<file path="src/rtl/e1_prbs_pkg.sv">
package e1_prbs_pkg;

    localparam int PRBS_W = 15;

    // Feedback taps for x^15 + x^14 + 1 on a register whose bit 0 is the newest bit
    function automatic logic prbs_next(input logic [PRBS_W-1:0] s);
        return s[PRBS_W-1] ^ s[PRBS_W-2];
    endfunction

endpackage

</file>
<file path="src/rtl/e1_prbs_gen.sv">
module e1_prbs_gen
    import e1_prbs_pkg::*;
#(
    parameter logic [PRBS_W-1:0] SEED = '1
) (
    input  logic clk,
    input  logic rst_n,
    input  logic adv,
    output logic seq_bit
);

    typedef struct packed {
        logic [PRBS_W-1:0] lfsr;
    } gen_st_t;

    gen_st_t st_d, st_q;

    always_comb begin
        st_d = st_q;
        if (adv) begin
            st_d.lfsr = {st_q.lfsr[PRBS_W-2:0], prbs_next(st_q.lfsr)};
        end
    end

    always_ff @(posedge clk) begin
        if (!rst_n) st_q <= '{lfsr: SEED};
        else        st_q <= st_d;
    end

    assign seq_bit = prbs_next(st_q.lfsr);

endmodule

</file>
<file path="src/rtl/e1_prbs_chk.sv">
module e1_prbs_chk
    import e1_prbs_pkg::*;
#(
    parameter int LOCK_RUN  = 64,
    parameter int WIN_LEN   = 64,
    parameter int LOSS_ERRS = 8
) (
    input  logic clk,
    input  logic rst_n,
    input  logic adv,
    input  logic rx_bit,
    output logic locked,
    output logic err_hit
);

    localparam int FILL_W = $clog2(PRBS_W + 1);
    localparam int RUN_W  = $clog2(LOCK_RUN);
    localparam int WIN_W  = $clog2(WIN_LEN);
    localparam int ERR_W  = $clog2(LOSS_ERRS + 1);

    typedef struct packed {
        logic [PRBS_W-1:0] sr;
        logic [FILL_W-1:0] fill;
        logic              locked;
        logic [RUN_W-1:0]  run;
        logic [WIN_W-1:0]  win;
        logic [ERR_W-1:0]  werr;
    } chk_st_t;

    chk_st_t st_d, st_q;
    logic    pred;
    logic    miss;
    logic    hit_d;

    always_comb begin
        st_d  = st_q;
        hit_d = 1'b0;
        pred  = prbs_next(st_q.sr);
        miss  = rx_bit ^ pred;
        if (adv) begin
            if (!st_q.locked) begin
                // acquisition: the register reloads from the line
                st_d.sr = {st_q.sr[PRBS_W-2:0], rx_bit};
                if (st_q.fill != FILL_W'(PRBS_W)) begin
                    st_d.fill = st_q.fill + 1'b1;
                end else if (miss || (st_q.sr == '0)) begin
                    st_d.run = '0;
                end else if (st_q.run == RUN_W'(LOCK_RUN - 1)) begin
                    st_d.locked = 1'b1;
                    st_d.run    = '0;
                    st_d.win    = '0;
                    st_d.werr   = '0;
                end else begin
                    st_d.run = st_q.run + 1'b1;
                end
            end else begin
                // locked: the reference runs freely
                st_d.sr = {st_q.sr[PRBS_W-2:0], pred};
                hit_d   = miss;
                if (miss && (st_q.werr == ERR_W'(LOSS_ERRS - 1))) begin
                    st_d.locked = 1'b0;
                    st_d.fill   = '0;
                    st_d.run    = '0;
                    st_d.win    = '0;
                    st_d.werr   = '0;
                end else if (st_q.win == WIN_W'(WIN_LEN - 1)) begin
                    st_d.win  = '0;
                    st_d.werr = '0;
                end else begin
                    st_d.win  = st_q.win + 1'b1;
                    st_d.werr = st_q.werr + ERR_W'(miss);
                end
            end
        end
    end

    always_ff @(posedge clk) begin
        if (!rst_n) st_q <= '0;
        else        st_q <= st_d;
    end

    assign locked  = st_q.locked;
    assign err_hit = hit_d;

endmodule

</file>
<file path="src/rtl/e1_sat_counter.sv">
module e1_sat_counter #(
    parameter int CNT_W = 32
) (
    input  logic             clk,
    input  logic             rst_n,
    input  logic             clr,
    input  logic             inc,
    output logic [CNT_W-1:0] count
);

    typedef struct packed {
        logic [CNT_W-1:0] cnt;
    } cnt_st_t;

    cnt_st_t st_d, st_q;

    always_comb begin
        st_d = st_q;
        if (clr) begin
            st_d.cnt = '0;
        end else if (inc && (st_q.cnt != '1)) begin
            st_d.cnt = st_q.cnt + 1'b1;
        end
    end

    always_ff @(posedge clk) begin
        if (!rst_n) st_q <= '0;
        else        st_q <= st_d;
    end

    assign count = st_q.cnt;

endmodule

</file>
<file path="src/rtl/e1_prbs_engine.sv">
module e1_prbs_engine #(
    parameter int TS_W      = 5,
    parameter int CNT_W     = 32,
    parameter int LOCK_RUN  = 64,
    parameter int WIN_LEN   = 64,
    parameter int LOSS_ERRS = 8
) (
    input  logic             clk,
    input  logic             rst_n,
    input  logic             bit_en,
    input  logic [TS_W-1:0]  ts_num,
    input  logic             err_clr,
    input  logic             rx_bit,
    output logic             tx_bit,
    output logic             locked,
    output logic [CNT_W-1:0] err_count
);

    logic payload_ts;
    logic payload_adv;
    logic gen_bit;
    logic err_hit;

    // only the overhead timeslot is skipped
    assign payload_ts  = (ts_num != '0);
    assign payload_adv = bit_en && payload_ts;

    e1_prbs_gen u_gen (
        .clk     (clk),
        .rst_n   (rst_n),
        .adv     (payload_adv),
        .seq_bit (gen_bit)
    );

    assign tx_bit = payload_ts ? gen_bit : 1'b0;

    e1_prbs_chk #(
        .LOCK_RUN  (LOCK_RUN),
        .WIN_LEN   (WIN_LEN),
        .LOSS_ERRS (LOSS_ERRS)
    ) u_chk (
        .clk     (clk),
        .rst_n   (rst_n),
        .adv     (payload_adv),
        .rx_bit  (rx_bit),
        .locked  (locked),
        .err_hit (err_hit)
    );

    e1_sat_counter #(
        .CNT_W (CNT_W)
    ) u_cnt (
        .clk   (clk),
        .rst_n (rst_n),
        .clr   (err_clr),
        .inc   (err_hit),
        .count (err_count)
    );

endmodule

</file>
<file path="config.mk">
export PLATFORM = sky130hd
export DESIGN_NAME = e1_prbs_engine
export DESIGN_NICKNAME = d
export VERILOG_FILES = /design/src/rtl/e1_prbs_pkg.sv /design/src/rtl/e1_prbs_gen.sv /design/src/rtl/e1_prbs_chk.sv /design/src/rtl/e1_sat_counter.sv /design/src/rtl/e1_prbs_engine.sv
export SDC_FILE = /design/constraint.sdc
export NUM_CORES = 1
export LEC_CHECK = 0
export BUFFER_PORTS_ARGS = -buffer_cell sky130_fd_sc_hd__buf_2
export CAP_MARGIN = 5
export CORE_MARGIN = 2
export CORE_UTILIZATION = 35
export DETAILED_ROUTE_END_ITERATION = 7
export GPL_ROUTABILITY_DRIVEN = 0
export GPL_TIMING_DRIVEN = 1
export PLACE_DENSITY = 0.55
export SETUP_SLACK_MARGIN = 0.1
export SYNTH_ARGS = -nofsm -noshare
export SYNTH_HDL_FRONTEND = slang
export SYNTH_SLANG_ARGS = --single-unit
</file>
<file path="constraint.sdc">
create_clock -name clk -period 2.8 [get_ports clk]
set_input_delay 0.42 -clock clk [delete_from_list [all_inputs] [get_ports clk]]
set_output_delay 0.42 -clock clk [all_outputs]
set_load 0.1 [all_outputs]
</file>
==> results.py, run 1 <==
metrics = {
    "power": {
        "power_density_nw_per_um2": 558,
        "peakVddDrop_uv": 341,
        "p_leak_uw": 0.00178,
    },
    "route": {
        "routed_wl_um": 9210,
        "viasPerCell": 5.42,
        "wl_per_cell_um": 13.7,
        "drc": 0,
        "initialDrtViolationCount": 242,
        "vias": 3643,
        "ant_nets": 0,
        "drt_pass1_iterations": 4,
    },
    "floorplanning": {
        "rows": 39,
        "io_pins": 44,
        "coreArea_um2": 11300,
        "start_util_pct": 35.5,
        "die_h_um": 111,
        "design.die.area_um2": 12300,
        "die_w_um": 111,
    },
    "cts": {
        "cts_root_buffer": "clkbuf_16",
        "cts.repair.resized": 0,
        "clk_pin_slew_worst_paths_ps": 60,
        "ctsHoldBuffers": 0,
        "post_cts_buffers": 0,
        "clock_latency_ps": 340,
        "cts_tree": "built",
        "htreeDepth": 3,
        "clockBufferDepth": 2,
        "numClockSinks": 83,
        "numCtsBuffers": 9,
    },
    "synth": {
        "synth_area_leaders": "dfxtp_1 (42%), nand2_1 (8.7%), a21oi_1 (5.9%), nand3_1 (4.9%), or3_1 (3.9%)",
        "synth_top_area_share_pct": 41.5,
        "synth_edf_count": 0,
        "ys.flop_type": "dfxtp_1",
        "syn_avg_cell_area_um2": 8.24,
        "synth_commonest_cells": "nand2_1 (93), dfxtp_1 (83), a21oi_1 (47), nand3_1 (39), o21ai_0 (31)",
        "syn_area_um2": 4000,
        "yosysSeqAreaShare_pct": 41.5,
        "synth_seq_cells": 83,
        "synth_most_common_cell": "nand2_1",
        "async_reset_ff_share_pct": 0,
        "synth_nets": 502,
        "yosysTopAreaCell": "dfxtp_1",
        "netlist-cell-type-count": 59,
        "synth_cells": 486,
        "yosys_warnings": 0,
    },
    "setup_path": {
        "crit_slowest_cell": "xor3_2",
        "critPathBufInv": 0,
        "worstPathMaxFanout": 19,
        "path_class": "flop to flop",
        "cp_num_cells": 5,
        "cp.required_ps": 3060,
        "r2r_slack_ps": 520,
        "start_kind": "flop",
        "r2r_cells": 5,
        "timing.rr.start": "u_chk.st_q[34]",
        "worstPathArrival_ps": 2540,
        "crit_start": "u_chk.st_q[34]",
        "end_kind": "flop",
        "worstPathCellList": "xor3_2, o211a_1, o211ai_4, or3_1, a21oi_1",
        "r2r_end": "u_cnt.count[19]",
        "max_stage_delay_ps": 520,
        "worstSetupEndpoint": "u_cnt.count[19]",
        "cp_top_family": "compound AO/OA/AOI/OAI gates",
    },
    "cells_and_area": {
        "diodes": 0,
        "drive_above_1_share_pct": 16.6,
        "fin_nets": 541,
        "area_growth_pct": 16.5,
        "finish.utilization_pct": 41.4,
    },
    "timing": {
        "skew_ps": 9.67,
        "fmax_mhz": 439,
        "relSlewSlack_pct": 49.3,
        "hold_viol": 0,
        "rsz0062_at_grt": "no",
        "finalSetupViolations": 0,
        "tightest_slew_ps": 761,
        "min_period_ps": 2280,
        "fin_crit_sh_pct": 81.4,
        "setup_tns_ps": 0,
        "final-max-slew-violation-count": 0,
    },
    "status": {
        "outcome": "complete, no violations",
    },
    "global_route": {
        "grt_overflow": 0,
        "met2_usage_pct": 23.4,
        "grt_pass1_vias": 3229,
        "antenna_found_initial": 0,
        "grt_max_degree": 36,
        "grtUsageMet3_pct": 3.39,
        "grt.total_usage_pct": 15.2,
        "grt_use_met1_pct": 20.3,
        "top_usage_layer": "met2",
        "grt_pass1_wl_um": 15600,
    },
    "placement": {
        "place.detailed.hpwl_um": 6330,
        "io_buffers": 43,
    },
    "min_path": {
        "holdCritPathClass": "primary input to flop",
    },
    "flow_run": {
        "cap_violations": 0,
    },
}
[sequential cells by signal, summed over array words and instances (netlist names)]
register / flops
u_chk.locked: 1
u_cnt.count: 32
u_gen.st_q: 15
u_chk.st_q: 35
[layout make-up]
type / count / area, um^2
flip-flops and latches: 83 / 1670
repair buffers: 50 / 280
clock inverters: 2 / 60.1
clock buffers: 13 / 250
well taps: 143 / 179
multi-input cells: 373 / 2190
inverters: 8 / 30.0
fillers: 1134 / 6610
[logic make-up after synthesis]
kind of cell / Yosys count / share of synthesized area [%]
flops: 83 / 41.5
compound gates: 121 / 19.5
xor+xnor: 7 / 1.94
buf+inv: 30 / 3.81
fa+ha+maj: 6 / 1.87
simple gates: 239 / 31.4
[cell usage in the layout (no fill, tap or decap), types with 11 or more instances in the layout]
cell type	instances
or3_1	25
dfxtp_1	74
nand4_1	11
nand2_1	93
buf_2	43
nor2_1	18
nand3_1	39
o21ai_0	31
a21oi_1	47
[metrics by stage]
| stage | instances | setup WS (ps) | cell area, um^2 | total power (uW) | hold slack (ps) |
|---|---|---|---|---|---|
| 2_1_floorplan | 486 | 121 | 4020 | 1330 | 440 |
| 3_3_place_gp | 657 | 527 | 4360 | 1360 | 449 |
| 3_5_place_dp | 657 | 489 | 4360 | 1360 | 454 |
| 4_1_cts | 672 | 503 | 4670 | 2640 | 427 |
| 5_1_grt | 672 | 340 | 4670 | 2710 | 455 |
| 6_report | 672 | 520 | 4670 | 2600 | 434 |
[power by group]
| part | switching [uW] | total [uW] | internal, uW |
|---|---|---|---|
| clock | 468 | 1270 | 802 |
| combinational | 82.6 | 120 | 37.2 |
| sequential | 11.4 | 1210 | 1200 |
[worst min path at each step]
| stage | from | to | cells past startpoint | slack, ps |
|---|---|---|---|---|
| 6_report | rx_bit | u_chk.st_q[21] | 3 | 430 |
| 5_1_grt | rx_bit | u_chk.st_q[21] | 3 | 460 |
| 4_1_cts | rx_bit | u_chk.st_q[21] | 3 | 430 |
| 3_5_place_dp | u_gen.st_q[9] | u_gen.st_q[9] | 2 | 450 |
| 3_3_place_gp | u_gen.st_q[0] | u_gen.st_q[1] | 2 | 450 |
| 2_1_floorplan | u_gen.st_q[9] | u_gen.st_q[10] | 2 | 440 |
[worst register-to-register path: stages, from the launching register on]
cell and delay, ps:
dfxtp_1 350, xor3_2 520, o211a_1 500, o211ai_4 280, or3_1 410, a21oi_1 160
[metal layers]
layer	wire (um)	share of wire, %
met1	4570	50
met2	4120	45
met3	355	3.9
met4	163	1.8
met5	0	0
(Power assumes the default switching activity.)
==> inputs of run 2 (changes only) <==
==> constraint.sdc (replaced) <==
create_clock -name clk -period 2.2 [get_ports clk]
set_input_delay 0.33 -clock clk [delete_from_list [all_inputs] [get_ports clk]]
set_output_delay 0.33 -clock clk [all_outputs]
set_load 0.1 [all_outputs]
==> run 2 against run 1 <==
  * Register-to-register slack lost 310 ps
  * Sequential cell count is the same
  * Combinational power grew 32%
  * Largest cell class unchanged
  * Final area grew 4.8%
  * Critical endpoint is now u_chk.st_q[7]
==> results.py, run 2 (synthesized netlist as in run 1, its figures left out) <==
metrics = {
    "status": {
        "outcome": "complete, no violations",
    },
    "cells_and_area": {
        "regMostFlops": "u_chk.st_q",
        "fin_nets": 556,
        "diodes": 0,
        "layout_common_cells": "nand2_1 (93), dfxtp_1 (50), a21oi_1 (47)",
        "largest_register_ffs": 35,
        "final_common_cell": "nand2_1",
        "finish.utilization_pct": 43.4,
        "drive_above_1_share_pct": 24.2,
        "layoutNonFillerInstCount": 688,
        "area_growth_pct": 22.2,
    },
    "global_route": {
        "antenna_found_initial": 0,
        "grt_pass1_wl_um": 16000,
        "grt_overflow": 0,
        "grt.total_usage_pct": 15.6,
        "grt_pass1_vias": 3375,
        "grt_max_degree": 33,
    },
    "route": {
        "viasPerCell": 5.38,
        "drc": 0,
        "routed_wl_um": 9330,
        "vias": 3703,
        "drt_pass1_iterations": 4,
        "initialDrtViolationCount": 248,
        "wl_per_cell_um": 13.6,
        "ant_nets": 0,
    },
    "min_path": {
        "holdCritPathClass": "primary input to flop",
    },
    "timing": {
        "setup_tns_ps": 0,
        "tightest_slew_ps": 595,
        "finalWorstSetupSlack_ps": 208,
        "relSlewSlack_pct": 60.4,
        "fin_crit_sh_pct": 90.5,
        "rsz0062_at_grt": "no",
        "fmax_mhz": 502,
        "finalSetupViolations": 0,
        "skew_ps": 7.48,
        "hold_viol": 0,
        "min_period_ps": 1990,
        "final-max-slew-violation-count": 0,
    },
    "cts": {
        "numClockSinks": 83,
        "clockBufferDepth": 2,
        "ctsHoldBuffers": 0,
        "cts_root_buffer": "clkbuf_16",
        "clk_pin_slew_worst_paths_ps": 60,
        "cts_tree": "built",
        "htreeDepth": 3,
        "numCtsBuffers": 9,
        "clock_latency_ps": 340,
    },
    "power": {
        "peakVddDrop_uv": 413,
        "p_leak_uw": 0.00185,
        "power_uw": 3150,
        "power_density_nw_per_um2": 644,
    },
    "placement": {
        "io_buffers": 43,
        "place.detailed.hpwl_um": 6540,
        "place_worst_setup_slack_ps": 88.2,
        "dp_cells": 668,
    },
    "setup_path": {
        "critPathBufInv": 1,
        "end_kind": "flop",
        "cp.required_ps": 2420,
        "crit_slowest_cell": "xor3_2",
        "worstPathCellList": "xor3_2, a41o_2, o41ai_4, buf_4, nor2_2, a211o_1",
        "max_stage_delay_ps": 460,
        "cp_top_family": "compound AO/OA/AOI/OAI gates",
        "path_class": "flop to flop",
        "worstPathMaxFanout": 6,
        "start_kind": "flop",
        "worstPathArrival_ps": 2210,
    },
    "floorplanning": {
        "rows": 39,
        "die_h_um": 111,
        "start_util_pct": 35.5,
        "coreArea_um2": 11300,
        "io_pins": 44,
        "design.die.area_um2": 12300,
        "die_w_um": 111,
    },
    "flow_run": {
        "cap_violations": 0,
    },
}
run 2: cell count changes in the layout (fill, tap and decap cells not counted), sizes merged:
cell	delta
clkinv	+2
bufinv	-1
buf	+15
run 2: area by class of cell:
type	instances	area (um^2)
inverters	8	30.0
flip-flops and latches	83	1770
clock buffers	13	250
fillers	1111	6380
multi-input cells	373	2230
repair buffers	65	393
clock inverters	3	40.0
well taps	143	179
run 2: worst paths after layout:
kind | startpoint | endpoint | slack (ps) | depth (start not counted)
worst max register to register | u_chk.st_q[34] | u_chk.st_q[7] | 210 | 6
worst min-delay path | rst_n | u_chk.st_q[17] | 360 | 2
worst max-delay path | u_chk.st_q[34] | u_chk.st_q[7] | 210 | 6
worst min register to register | u_gen.st_q[3] | u_gen.st_q[3] | 460 | 2
run 2: repair_timing:
| action | CTS | global route |
|---|---|---|
| endpoints found under the setup margin | 1 | 18 |
| pin swaps | 1 | 2 |
| setup buffers | 2 | 2 |
| resized for setup | 0 | 3 |
run 2: per-stage QoR:
stage	hold slack [ps]	instance area, um^2
floorplan	440	4140
global placement	448	4550
detailed placement	452	4550
CTS	349	4860
global route	362	4890
finish	355	4890
run 2: where the power goes:
group	switching [uW]	leakage [uW]	internal [uW]	total [uW]
registers	14.2	0.000698	1490	1510
logic	108	0.00100	50.0	158
clock network	578	0.000144	908	1490
run 2: worst reg2reg max path, cell delays in order (launching register included):
cell and delay, ps:
dfxtp_1 330, xor3_2 460, a41o_2 270, o41ai_4 270, buf_4 190, nor2_2 60, a211o_1 300
run 2: per-layer routing:
metal	GRT usage, %	vias to the layer above	wire [um]
met3	3.17	15	351
met1	20.6	1732	4540
met2	24.3	70	4250
met4	7.25	0	187
met5	0	-	0
li1	-	1886	-
==> inputs of run 3 (changes only) <==
--- a/config.mk
+++ b/config.mk
@@ -7,13 +7,13 @@
 export LEC_CHECK = 0
 export BUFFER_PORTS_ARGS = -buffer_cell sky130_fd_sc_hd__buf_2
 export CAP_MARGIN = 5
-export CORE_MARGIN = 2
+export CORE_MARGIN = 3
 export CORE_UTILIZATION = 35
 export DETAILED_ROUTE_END_ITERATION = 7
 export GPL_ROUTABILITY_DRIVEN = 0
 export GPL_TIMING_DRIVEN = 1
-export PLACE_DENSITY = 0.55
-export SETUP_SLACK_MARGIN = 0.1
+export PLACE_DENSITY_LB_ADDON = 0.25
+export SETUP_SLACK_MARGIN = 0.5
 export SYNTH_ARGS = -nofsm -noshare
 export SYNTH_HDL_FRONTEND = slang
 export SYNTH_SLANG_ARGS = --single-unit
==> run 3 against run 2 <==
  * Global-route usage rose by 1.2 points
  * Non-clock buffer count rose by 43
  * Clock-buffer cell count fell by 2
  * Via count rose by 7.9%
  * Setup slack improved by 97 ps
  * Register-to-register slack improved by 97 ps
  * Clock power rose by 7%
  * Critical path type unchanged
  * Largest cell class unchanged
  * Highest routed layer unchanged
==> results.py, run 3 (synthesized netlist as in run 1, its figures left out) <==
metrics = {
    "route": {
        "wl_per_cell_um": 14.6,
        "initialDrtViolationCount": 241,
        "ant_nets": 0,
        "vias": 3997,
        "drt_pass1_iterations": 4,
        "viasPerCell": 5.48,
        "drc": 0,
        "routed_wl_um": 10600,
    },
    "cells_and_area": {
        "diodes": 0,
        "fin_nets": 601,
        "largest_register_ffs": 35,
        "fillers": 1013,
        "layout_common_cells": "nand2_1 (89), dfxtp_1 (47), a21oi_1 (45)",
        "drive_above_1_share_pct": 36.3,
        "area_growth_pct": 40.0,
        "final_common_cell": "nand2_1",
        "regMostFlops": "u_chk.st_q",
    },
    "setup_path": {
        "max_stage_delay_ps": 430,
        "worstPathMaxFanout": 6,
        "start_kind": "flop",
        "crit_slowest_cell": "xor3_2",
        "worstPathArrival_ps": 2130,
        "worstPathCellList": "xor3_2, a41o_4, o41ai_4, buf_6, buf_6, o2bb2ai_4, o2bb2ai_2",
        "end_kind": "flop",
        "critPathBufInv": 2,
        "cp_common_cell": "buf_6",
        "cp.required_ps": 2430,
        "path_class": "flop to flop",
        "cp_top_family": "compound AO/OA/AOI/OAI gates",
    },
    "flow_run": {
        "cap_violations": 0,
    },
    "floorplanning": {
        "die_w_um": 113,
        "start_util_pct": 36.3,
        "coreArea_um2": 11000,
        "io_pins": 44,
        "die_h_um": 113,
        "design.die.area_um2": 12800,
        "rows": 38,
    },
    "placement": {
        "io_buffers": 43,
        "place.detailed.hpwl_um": 6350,
        "place_worst_setup_slack_ps": 27.0,
    },
    "min_path": {
        "holdCritPathClass": "primary input to flop",
    },
    "timing": {
        "finalSetupViolations": 0,
        "rsz0062_at_grt": "yes",
        "tightest_slew_ps": 496,
        "setup_tns_ps": 0,
        "relSlewSlack_pct": 67.1,
        "final-max-slew-violation-count": 0,
        "fmax_mhz": 528,
        "hold_viol": 0,
        "min_period_ps": 1890,
        "fin_crit_sh_pct": 86.1,
        "skew_ps": 10.2,
        "finalWorstSetupSlack_ps": 305,
    },
    "cts": {
        "ctsHoldBuffers": 0,
        "cts_root_buffer": "clkbuf_16",
        "clockBufferDepth": 2,
        "htreeDepth": 3,
        "numClockSinks": 83,
        "clk_pin_slew_worst_paths_ps": 70,
        "clock_latency_ps": 350,
        "cts_tree": "built",
        "numCtsBuffers": 9,
    },
    "power": {
        "power_uw": 3260,
        "peakVddDrop_uv": 382,
        "p_leak_uw": 0.00215,
        "power_density_nw_per_um2": 581,
    },
    "status": {
        "outcome": "complete, no violations",
    },
    "global_route": {
        "grt.total_usage_pct": 16.8,
        "grt_pass1_wl_um": 17400,
        "grt_pass1_vias": 3731,
        "antenna_found_initial": 0,
        "grt_max_degree": 33,
        "grt_overflow": 0,
    },
}
run 3: cell types whose count changed in the layout (fill, tap and decap cells not counted), moves of 4 or more:
| cell | change |
|---|---|
| dfxtp_4 | +7 |
| nor2_1 | -5 |
| buf_4 | +23 |
| nand2_2 | +4 |
| dfxtp_2 | -4 |
| nand2_1 | -4 |
| o21ai_2 | +4 |
| o21ai_0 | -20 |
| buf_6 | +20 |
| o21ai_1 | +15 |
| nor2_4 | +5 |
run 3: metal layers:
metal	vias up	part of all wire, %	GRT usage, %
met5	-	0	0
met2	96	47	26.0
met3	12	5.0	4.28
met4	0	1.6	7.85
met1	1897	46	22.0
li1	1992	-	-
run 3: cell type report:
| class | count | area, um^2 | share of cell area (%) |
|---|---|---|---|
| Inverter | 8 | 30.0 | 0.536 |
| Timing Repair Buffer | 108 | 806 | 14.4 |
| Clock inverter | 5 | 58.8 | 1.05 |
| Tap cell | 140 | 175 | 3.12 |
| Sequential cell | 83 | 1790 | 32.0 |
| Multi-Input combinational cell | 375 | 2490 | 44.4 |
| Clock buffer | 11 | 254 | 4.53 |
run 3: where the power goes:
group | switching, uW | internal (uW) | leakage, uW
Clock | 635 | 954 | 0.000156
Combinational | 112 | 58.1 | 0.00130
Sequential | 14.1 | 1490 | 0.000701
run 3: final timing paths:
kind / start / end / slack (ps) / depth (start not counted)
max: u_chk.st_q[34] / u_chk.st_q[2] / 310 / 7
min: rst_n / u_chk.st_q[17] / 330 / 2
max reg2reg: u_chk.st_q[34] / u_chk.st_q[2] / 310 / 7
min reg2reg: u_chk.st_q[31] / u_chk.st_q[32] / 460 / 2
run 3: what timing repair did:
action | 4_1_cts | 5_1_grt
setup buffers | 41 | 11
setup endpoints to repair | 52 | 69
pin swaps | 32 | 30
endpoints found under the hold margin | 0 | 0
resized for setup | 47 | 35
cloned | 2 | 1
run 3: worst reg2reg max path, stage by stage, from the launching register on:
cell and delay, ps:
dfxtp_4 350, xor3_2 430, a41o_4 280, o41ai_4 220, buf_6 190, buf_6 150, o2bb2ai_4 60, o2bb2ai_2 120
run 3: metrics by stage:
| step | cells | hold WS [ps] | utilization, % | instance area [um^2] |
|---|---|---|---|---|
| after floorplan | 486 | 438 | - | 4210 |
| after global placement | 659 | 448 | 41.2 | 4550 |
| after detailed placement | 659 | 454 | 41.2 | 4550 |
| after CTS | 718 | 319 | 49.0 | 5410 |
| after global routing | 730 | 343 | 50.8 | 5610 |
| final | 730 | 326 | 50.8 | 5610 |
